[src/rtl/irq_prio_ctrl.sv]
module irq_prio_ctrl #(
  parameter int NUM_REGS  = 5,
  parameter int SLOTS     = 4,
  parameter int LVL_W     = 4,
  parameter int ADDR_W    = 3,
  parameter logic [NUM_REGS*SLOTS-1:0] RSVD_MASK = 20'h23080,
  localparam int REG_W    = SLOTS * LVL_W,
  localparam int NSRC     = NUM_REGS * SLOTS,
  localparam int ID_W     = $clog2(NSRC)
) (
  input  logic              clk,
  input  logic              rst_n,
  input  logic              man_rst,
  input  logic              hw_stby,
  input  logic              stby,
  input  logic [ADDR_W-1:0] addr,
  input  logic              wr_en,
  input  logic [REG_W-1:0]  wdata,
  output logic [REG_W-1:0]  rdata,
  input  logic [NSRC-1:0]   req,
  input  logic [LVL_W-1:0]  cpu_mask,
  output logic              irq_valid,
  output logic [ID_W-1:0]   irq_id,
  output logic [LVL_W-1:0]  irq_lvl
);

  function automatic logic [REG_W-1:0] keep_bits(int r);
    logic [REG_W-1:0] k;
    for (int f = 0; f < SLOTS; f++)
      k[REG_W-1-f*LVL_W -: LVL_W] = RSVD_MASK[r*SLOTS+f] ? '0 : '1;
    return k;
  endfunction

  function automatic logic [NUM_REGS-1:0][REG_W-1:0] rsvd_all();
    logic [NUM_REGS-1:0][REG_W-1:0] v;
    for (int r = 0; r < NUM_REGS; r++) v[r] = ~keep_bits(r);
    return v;
  endfunction

  localparam logic [NUM_REGS-1:0][REG_W-1:0] RSVD_BITS = rsvd_all();

  logic [NUM_REGS-1:0][REG_W-1:0] prio_q;

  always_ff @(posedge clk or negedge rst_n) begin
    if (!rst_n) prio_q <= '0;
    else if (man_rst || hw_stby) prio_q <= '0;
    else if (wr_en && !stby) begin
      for (int r = 0; r < NUM_REGS; r++)
        if (addr == ADDR_W'(r)) prio_q[r] <= wdata & keep_bits(r);
    end
  end

  always_comb begin
    rdata = '0;
    for (int r = 0; r < NUM_REGS; r++)
      if (addr == ADDR_W'(r)) rdata = prio_q[r];
  end

  logic [LVL_W-1:0] best_lvl;
  logic [ID_W-1:0]  best_id;

  always_comb begin
    best_lvl = '0;
    best_id  = '0;
    for (int i = 0; i < NSRC; i++) begin
      if (req[i] && prio_q[i/SLOTS][REG_W-1-(i%SLOTS)*LVL_W -: LVL_W] > best_lvl) begin
        best_lvl = prio_q[i/SLOTS][REG_W-1-(i%SLOTS)*LVL_W -: LVL_W];
        best_id  = ID_W'(i);
      end
    end
  end

  assign irq_lvl   = best_lvl;
  assign irq_id    = best_id;
  assign irq_valid = best_lvl > cpu_mask;

  assert_rsvd_zero_R2: assert property (@(posedge clk) disable iff (!rst_n)
    (prio_q & RSVD_BITS) == '0);

  assert_hi_addr_R3: assert property (@(posedge clk) disable iff (!rst_n)
    (int'(addr) >= NUM_REGS) |-> rdata == '0);

  assert_clear_R4: assert property (@(posedge clk) disable iff (!rst_n)
    (man_rst || hw_stby) |=> prio_q == '0);

  assert_hold_stby_R5: assert property (@(posedge clk) disable iff (!rst_n)
    (stby && !man_rst && !hw_stby) |=> $stable(prio_q));

  assert_winner_pending_R7: assert property (@(posedge clk) disable iff (!rst_n)
    irq_valid |-> req[irq_id]);

  assert_above_mask_R9: assert property (@(posedge clk) disable iff (!rst_n)
    irq_valid |-> (irq_lvl > cpu_mask && irq_lvl != '0));

endmodule

[config.mk]
export PLATFORM = sky130hd
export DESIGN_NAME = irq_prio_ctrl
export DESIGN_NICKNAME = d
export VERILOG_FILES = /design/src/rtl/irq_prio_ctrl.sv
export SDC_FILE = /design/constraint.sdc
export NUM_CORES = 1
export LEC_CHECK = 0
export ABC_CLOCK_PERIOD_IN_PS = 30700
export BUFFER_PORTS_ARGS = -buffer_cell sky130_fd_sc_hd__buf_4
export CAP_MARGIN = 30
export CORE_MARGIN = 2
export CORE_UTILIZATION = 55
export DETAILED_ROUTE_END_ITERATION = 12
export MAX_ROUTING_LAYER = met4
export PLACE_DENSITY = 0.9
export SLEW_MARGIN = 20
export SYNTH_ARGS = -nofsm -noshare
export SYNTH_HDL_FRONTEND = slang
export SYNTH_SLANG_ARGS = --single-unit
[constraint.sdc]
create_clock -name clk -period 30.7 [get_ports clk]
set_input_delay 4.605 -clock clk [delete_from_list [all_inputs] [get_ports clk]]
set_output_delay 4.605 -clock clk [all_outputs]
set_load 0.005 [all_outputs]
==> results.py, run 1 <==
metrics = {
    "outcome": {
        "outcome": "did not finish",
        "haltStage": "global routing",
        "error": "[ERROR GRT-0232] Routing congestion too high. Check the congestion heatmap in the GUI.",
    },
    "placement": {
        "place_hpwl_um": 17470,
        "placedInstanceArea_sq_um": 8931,
        "io_buffers": 70,
        "routabilityCongestion": 0.9298,
    },
    "logic_synthesis": {
        "yosys_warnings": 0,
        "synth_top_cell_by_area": "dfrtp_1",
        "synth_nets": 978,
        "ys_seq_area_share_pct": 23.56,
        "synth_ff_type": "dfrtp_1",
        "ys_async_sr_fraction_pct": 100.0,
        "synth_fa_ha_area_share_pct": 9.534,
        "synth_seq_cells": 64,
        "syn-instance-count": 878,
        "synth_top_family_by_area": "compound AO/OA/AOI/OAI gates",
        "synth_cell_types": 79,
        "synth_xor_area_share_pct": 0.5154,
        "synth_top_area_share_pct": 23.56,
        "syn_avg_cell_area_sq_um": 7.742,
        "synthMuxAreaShare_pct": 14.26,
        "synth_compound_area_share_pct": 24.00,
        "synth-edff-count": 0,
        "synthesis.area_sq_um": 6798,
        "synth_area_leaders": "dfrtp_1, ha_1, mux2i_1",
        "synth_simple_gate_area_share_pct": 21.48,
    },
    "die": {
        "num_io_pins": 75,
        "rows": 40,
        "start_util_pct": 56.36,
        "die_y_um": 115.2,
        "dieWidth_um": 115.2,
    },
    "grt": {
        "track_usage_pct": 82.52,
        "globalRouteOverflowTotal": 93,
        "grt_max_degree": 65,
    },
    "clock_tree": {
        "root_buffer": "clkbuf_16",
        "clockBufferDepth": 2,
        "numCtsBuffers": 9,
        "cts-hold-fix-buffers": 0,
        "cts.sinks": 64,
        "cts-htree-levels": 3,
    },
    "sta": {
        "crit_endpoint": "irq_valid",
        "worst_endpoint_kind": "output port",
    },
}
routing by layer:
layer | GRT usage [%] | overflow
met1 | 81.70 | 0
met2 | 95.73 | 41
met3 | 64.05 | 1
met4 | 85.62 | 51
met5 | - | -
metrics by stage:
| step | cells | setup WS (ns) | TNS, ns |
|---|---|---|---|
| floorplan | 878 | -0.6403 | -0.6403 |
| global placement | 1216 | -1.217 | -6.137 |
| detailed placement | 1217 | -1.935 | -13.08 |
| CTS | 1315 | -1.468 | -8.615 |
cells by family after synthesis:
logic type	after synthesis
AOI/OAI and AO/OA	240
xor gates and xnor gates	4
adders and majority gates	52
buffers and inverters	116
DFF	64
muxes	88
and+or+nand+nor	314
Yosys cell counts, types with 5 or more instances:
cell type and number:
nor2_1 86, mux2i_1 61, dfrtp_1 64, a21oi_1 71, nand3_1 21, o22ai_1 9
inv_1 77, mux2_4 5, buf_1 6, nor3_1 11, nand2b_1 7, or2_2 5
and3_1 14, o21ai_0 39, o211ai_1 14, nand4_1 10, clkbuf_1 30, mux2_2 18
a21o_1 16, a211oi_1 5, and2_1 12, nor2b_1 9, o211a_1 9, o21a_1 13
nand2_1 116, a31oi_1 12, ha_1 51
repair_timing:
item	CTS
gates resized for setup	93
setup endpoints to repair	10
setup buffers	94
pin swaps	90
==> inputs of run 2 (changes only) <==
==> config.mk (replaced) <==
export PLATFORM = sky130hd
export DESIGN_NAME = irq_prio_ctrl
export DESIGN_NICKNAME = d
export VERILOG_FILES = /design/src/rtl/irq_prio_ctrl.sv
export SDC_FILE = /design/constraint.sdc
export NUM_CORES = 1
export LEC_CHECK = 0
export ABC_CLOCK_PERIOD_IN_PS = 39900
export BUFFER_PORTS_ARGS = -buffer_cell sky130_fd_sc_hd__buf_4
export CAP_MARGIN = 30
export CORE_MARGIN = 2
export CORE_UTILIZATION = 40
export DETAILED_ROUTE_END_ITERATION = 12
export PLACE_DENSITY_LB_ADDON = 0.15
export SLEW_MARGIN = 20
export SYNTH_ARGS = -nofsm -noshare
export SYNTH_HDL_FRONTEND = slang
export SYNTH_SLANG_ARGS = --single-unit
==> constraint.sdc (replaced) <==
create_clock -name clk -period 39.9 [get_ports clk]
set_input_delay 5.985 -clock clk [delete_from_list [all_inputs] [get_ports clk]]
set_output_delay 5.985 -clock clk [all_outputs]
set_load 0.005 [all_outputs]
==> run 2 against run 1 <==
The flow now finishes without violations. Synthesized cell count did not move. Synthesized area is the same.
==> results.py, run 2 <==
metrics = {
    "detailed_routing": {
        "routed_via_density": 5.721,
        "drc": 0,
        "drt_iter0_drc": 497,
        "wl_per_cell_um": 17.90,
        "first_pass_iters": 7,
        "via_count": 6585,
        "wl_um": 20610,
        "ant_nets": 0,
    },
    "sta": {
        "finalSetupTns_ns": 0,
        "report.final.slew_viol_count": 0,
        "setup_viol": 0,
        "finalCritPeriodShare_pct": 94.96,
        "hold_viol": 0,
        "slew_headroom_pct": 43.59,
        "worst_pin_slew_ns": 0.8416,
        "period_minus_slack_ns": 37.89,
        "clock_skew_ns": 0,
        "max_freq_mhz": 26.39,
        "rsz0062_at_grt": "no",
    },
    "clock_tree": {
        "cts.sinks": 64,
        "root_buffer": "clkbuf_16",
        "clockBufferDepth": 2,
        "insertion_delay_ns": 0.32,
        "numCtsBuffers": 9,
        "cts-htree-levels": 3,
        "cts-hold-fix-buffers": 0,
        "cts_tree": "built",
        "clk_pin_slew_worst_paths_ns": 0.06,
    },
    "finish": {
        "regMostFlops": "prio_q",
        "largest_reg_flops": 64,
        "insertedDiodeCount": 0,
        "reg_top3": "prio_q (64)",
        "final_common_cell": "nand2_1",
        "drive_gt1_share_pct": 17.62,
        "area_delta_synth_final_pct": 15.83,
        "final_core_util_pct": 47.48,
        "nets": 1026,
        "final_cell_mix": "nand2_1, nor2_1, inv_1",
    },
    "job": {
        "max_cap_violations": 0,
    },
    "grt": {
        "track_usage_pct": 23.31,
        "antenna_found_initial": 0,
        "grt_pass1_wl_um": 33510,
        "globalRouteOverflowTotal": 0,
        "grt_pass1_vias": 6273,
        "grt_max_degree": 65,
    },
    "placement": {
        "routabilityCongestion": 0.8522,
        "io_buffers": 70,
        "place_hpwl_um": 15880,
    },
    "power_and_ir_drop": {
        "seqPwrFrac_pct": 30.2,
        "p_sw_uw": 70.26,
        "pwr-share-comb_pct": 34.1,
        "ir_drop_v": 0.00001938,
        "leakage_uw": 0.003551,
        "cell_internal_pwr_uw": 147.5,
        "p_sw_share_pct": 32.27,
        "power_density_nw_per_um2": 27.65,
        "power_frac_clock_pct": 35.7,
    },
    "logic_synthesis": {
        "synth_top_area_share_pct": 23.56,
        "ys_async_sr_fraction_pct": 100.0,
        "synth_cell_types": 79,
        "synth_ff_type": "dfrtp_1",
        "ys_seq_area_share_pct": 23.56,
        "synth-edff-count": 0,
        "yosysMostFrequentCell": "nand2_1",
        "synth.top_cells.by_count": "nand2_1, nor2_1, inv_1",
        "yosys_warnings": 0,
        "synth_top_cell_by_area": "dfrtp_1",
        "synth_area_leaders": "dfrtp_1, ha_1, mux2i_1",
        "syn_avg_cell_area_sq_um": 7.742,
        "syn-instance-count": 878,
        "synth_nets": 978,
        "synthesis.area_sq_um": 6798,
        "synth_seq_cells": 64,
    },
    "die": {
        "die-area_sq_um": 18050,
        "core_sq_um": 16580,
        "die_y_um": 134.4,
        "dieWidth_um": 134.4,
        "start_util_pct": 40.99,
        "rows": 47,
        "num_io_pins": 75,
    },
    "setup_path": {
        "worstReg2RegEnd": "prio_q[2]$_DFFE_PN0P_",
        "cp.required_ns": 33.91,
        "r2r_slack_ns": 38.78,
        "reg2regPathDepth": 2,
        "worstSetupPathType": "in -> out",
        "crit_cells": 136,
        "max_stage_delay_ns": 0.41,
        "cp_common_cell": "ha_1",
        "worstPathArrival_ns": 31.90,
        "endpoint_kind": "primary output",
        "path_buf_inv": 16,
        "timing.rr.start": "prio_q[2]$_DFFE_PN0P_",
        "cp-endpoint": "irq_valid",
        "crit_fanout": 10,
        "cp_top_family": "compound AO/OA/AOI/OAI gates",
        "worstSetupStartpointType": "input port",
        "crit_slowest_cell": "mux2_2",
        "cp-startpoint": "req[0]",
    },
    "worst_hold_path": {
        "timing.hold.worst.class": "reg -> reg",
    },
    "outcome": {
        "outcome": "completed",
    },
}
==> run 2: cell counts after synthesis <==
Identical to the previous run, type by type.
==> run 2: power groups by stage <==
stage               clock network [uW]  registers (uW)  logic [uW]
global route                      82.4            65.8        82.3
CTS                               78.9            65.8        71.3
finish                            77.6            65.8        74.3
global placement                     0            66.9        71.0
detailed placement                   0            66.9        70.9
floorplan                            0            66.6        47.1
==> run 2: worst min-delay path by stage <==
stage | from | to | depth (start not counted)
2_1_floorplan | prio_q[20]$_DFFE_PN0P_ | prio_q[20]$_DFFE_PN0P_ | 2
3_3_place_gp | prio_q[13]$_DFFE_PN0P_ | prio_q[13]$_DFFE_PN0P_ | 2
3_5_place_dp | prio_q[4]$_DFFE_PN0P_ | prio_q[4]$_DFFE_PN0P_ | 2
4_1_cts | prio_q[4]$_DFFE_PN0P_ | prio_q[4]$_DFFE_PN0P_ | 2
5_1_grt | prio_q[39]$_DFFE_PN0P_ | prio_q[39]$_DFFE_PN0P_ | 2
6_report | prio_q[12]$_DFFE_PN0P_ | prio_q[12]$_DFFE_PN0P_ | 2
==> run 2: cells by family (layout without fill, tap and decap cells) <==
kind of cell             after synthesis  count (layout)  synth area share [%]
XOR/XNOR                               4               4                0.5155
buffers and inverters                116             169                 6.645
flip-flops                            64              64                 23.56
adder cells (fa/ha/maj)               52              52                 9.534
AND/OR/NAND/NOR                      314             314                 21.48
AO/OA/AOI/OAI                        240             240                 24.00
multiplexers                          88              88                 14.26
==> run 2: final cells by class <==
cell class                      count  area, sq um
Inverter                           77        289.0
Sequential cell                    64         1602
Multi-Input combinational cell    698         4841
Clock buffer                        9        225.2
Clock inverter                      7        71.32
Tap cell                          220        275.3
Fill cell                        1723         8710
Timing Repair Buffer               76        570.5
==> run 2: repair_timing <==
action | 4_1_cts | 5_1_grt
resized for setup | 0 | 27
setup buffers | 0 | 5
endpoints found under the setup margin | 0 | 10
==> run 2: metrics by stage <==
step                      total power [uW]  cells  setup WS [ns]  hold WS, ns  area (sq um)
after floorplan                      113.7    878          4.162       0.5069          6798
after global routing                 230.4   1151        0.04183       0.5817          7874
after CTS                            215.9   1146         0.4773       0.5565          7740
after detailed placement             137.8   1130         0.6302       0.5476          7443
final                                217.7   1151          2.012       0.5535          7874
after global placement               137.9   1130         0.6627       0.5475          7443
==> run 2: metal layers <==
layer	part of all wire, %	global-route usage, %
met5	0	0
met4	1.4	5.673
met3	5.7	3.326
met2	44	35.83
met1	49	34.40
==> run 2: worst reg2reg max path, stage by stage (launching register included) <==
cell     delay, ns
dfrtp_1       0.76
nand2_1       0.11
a21oi_1       0.17
(Power assumes the default switching activity.)
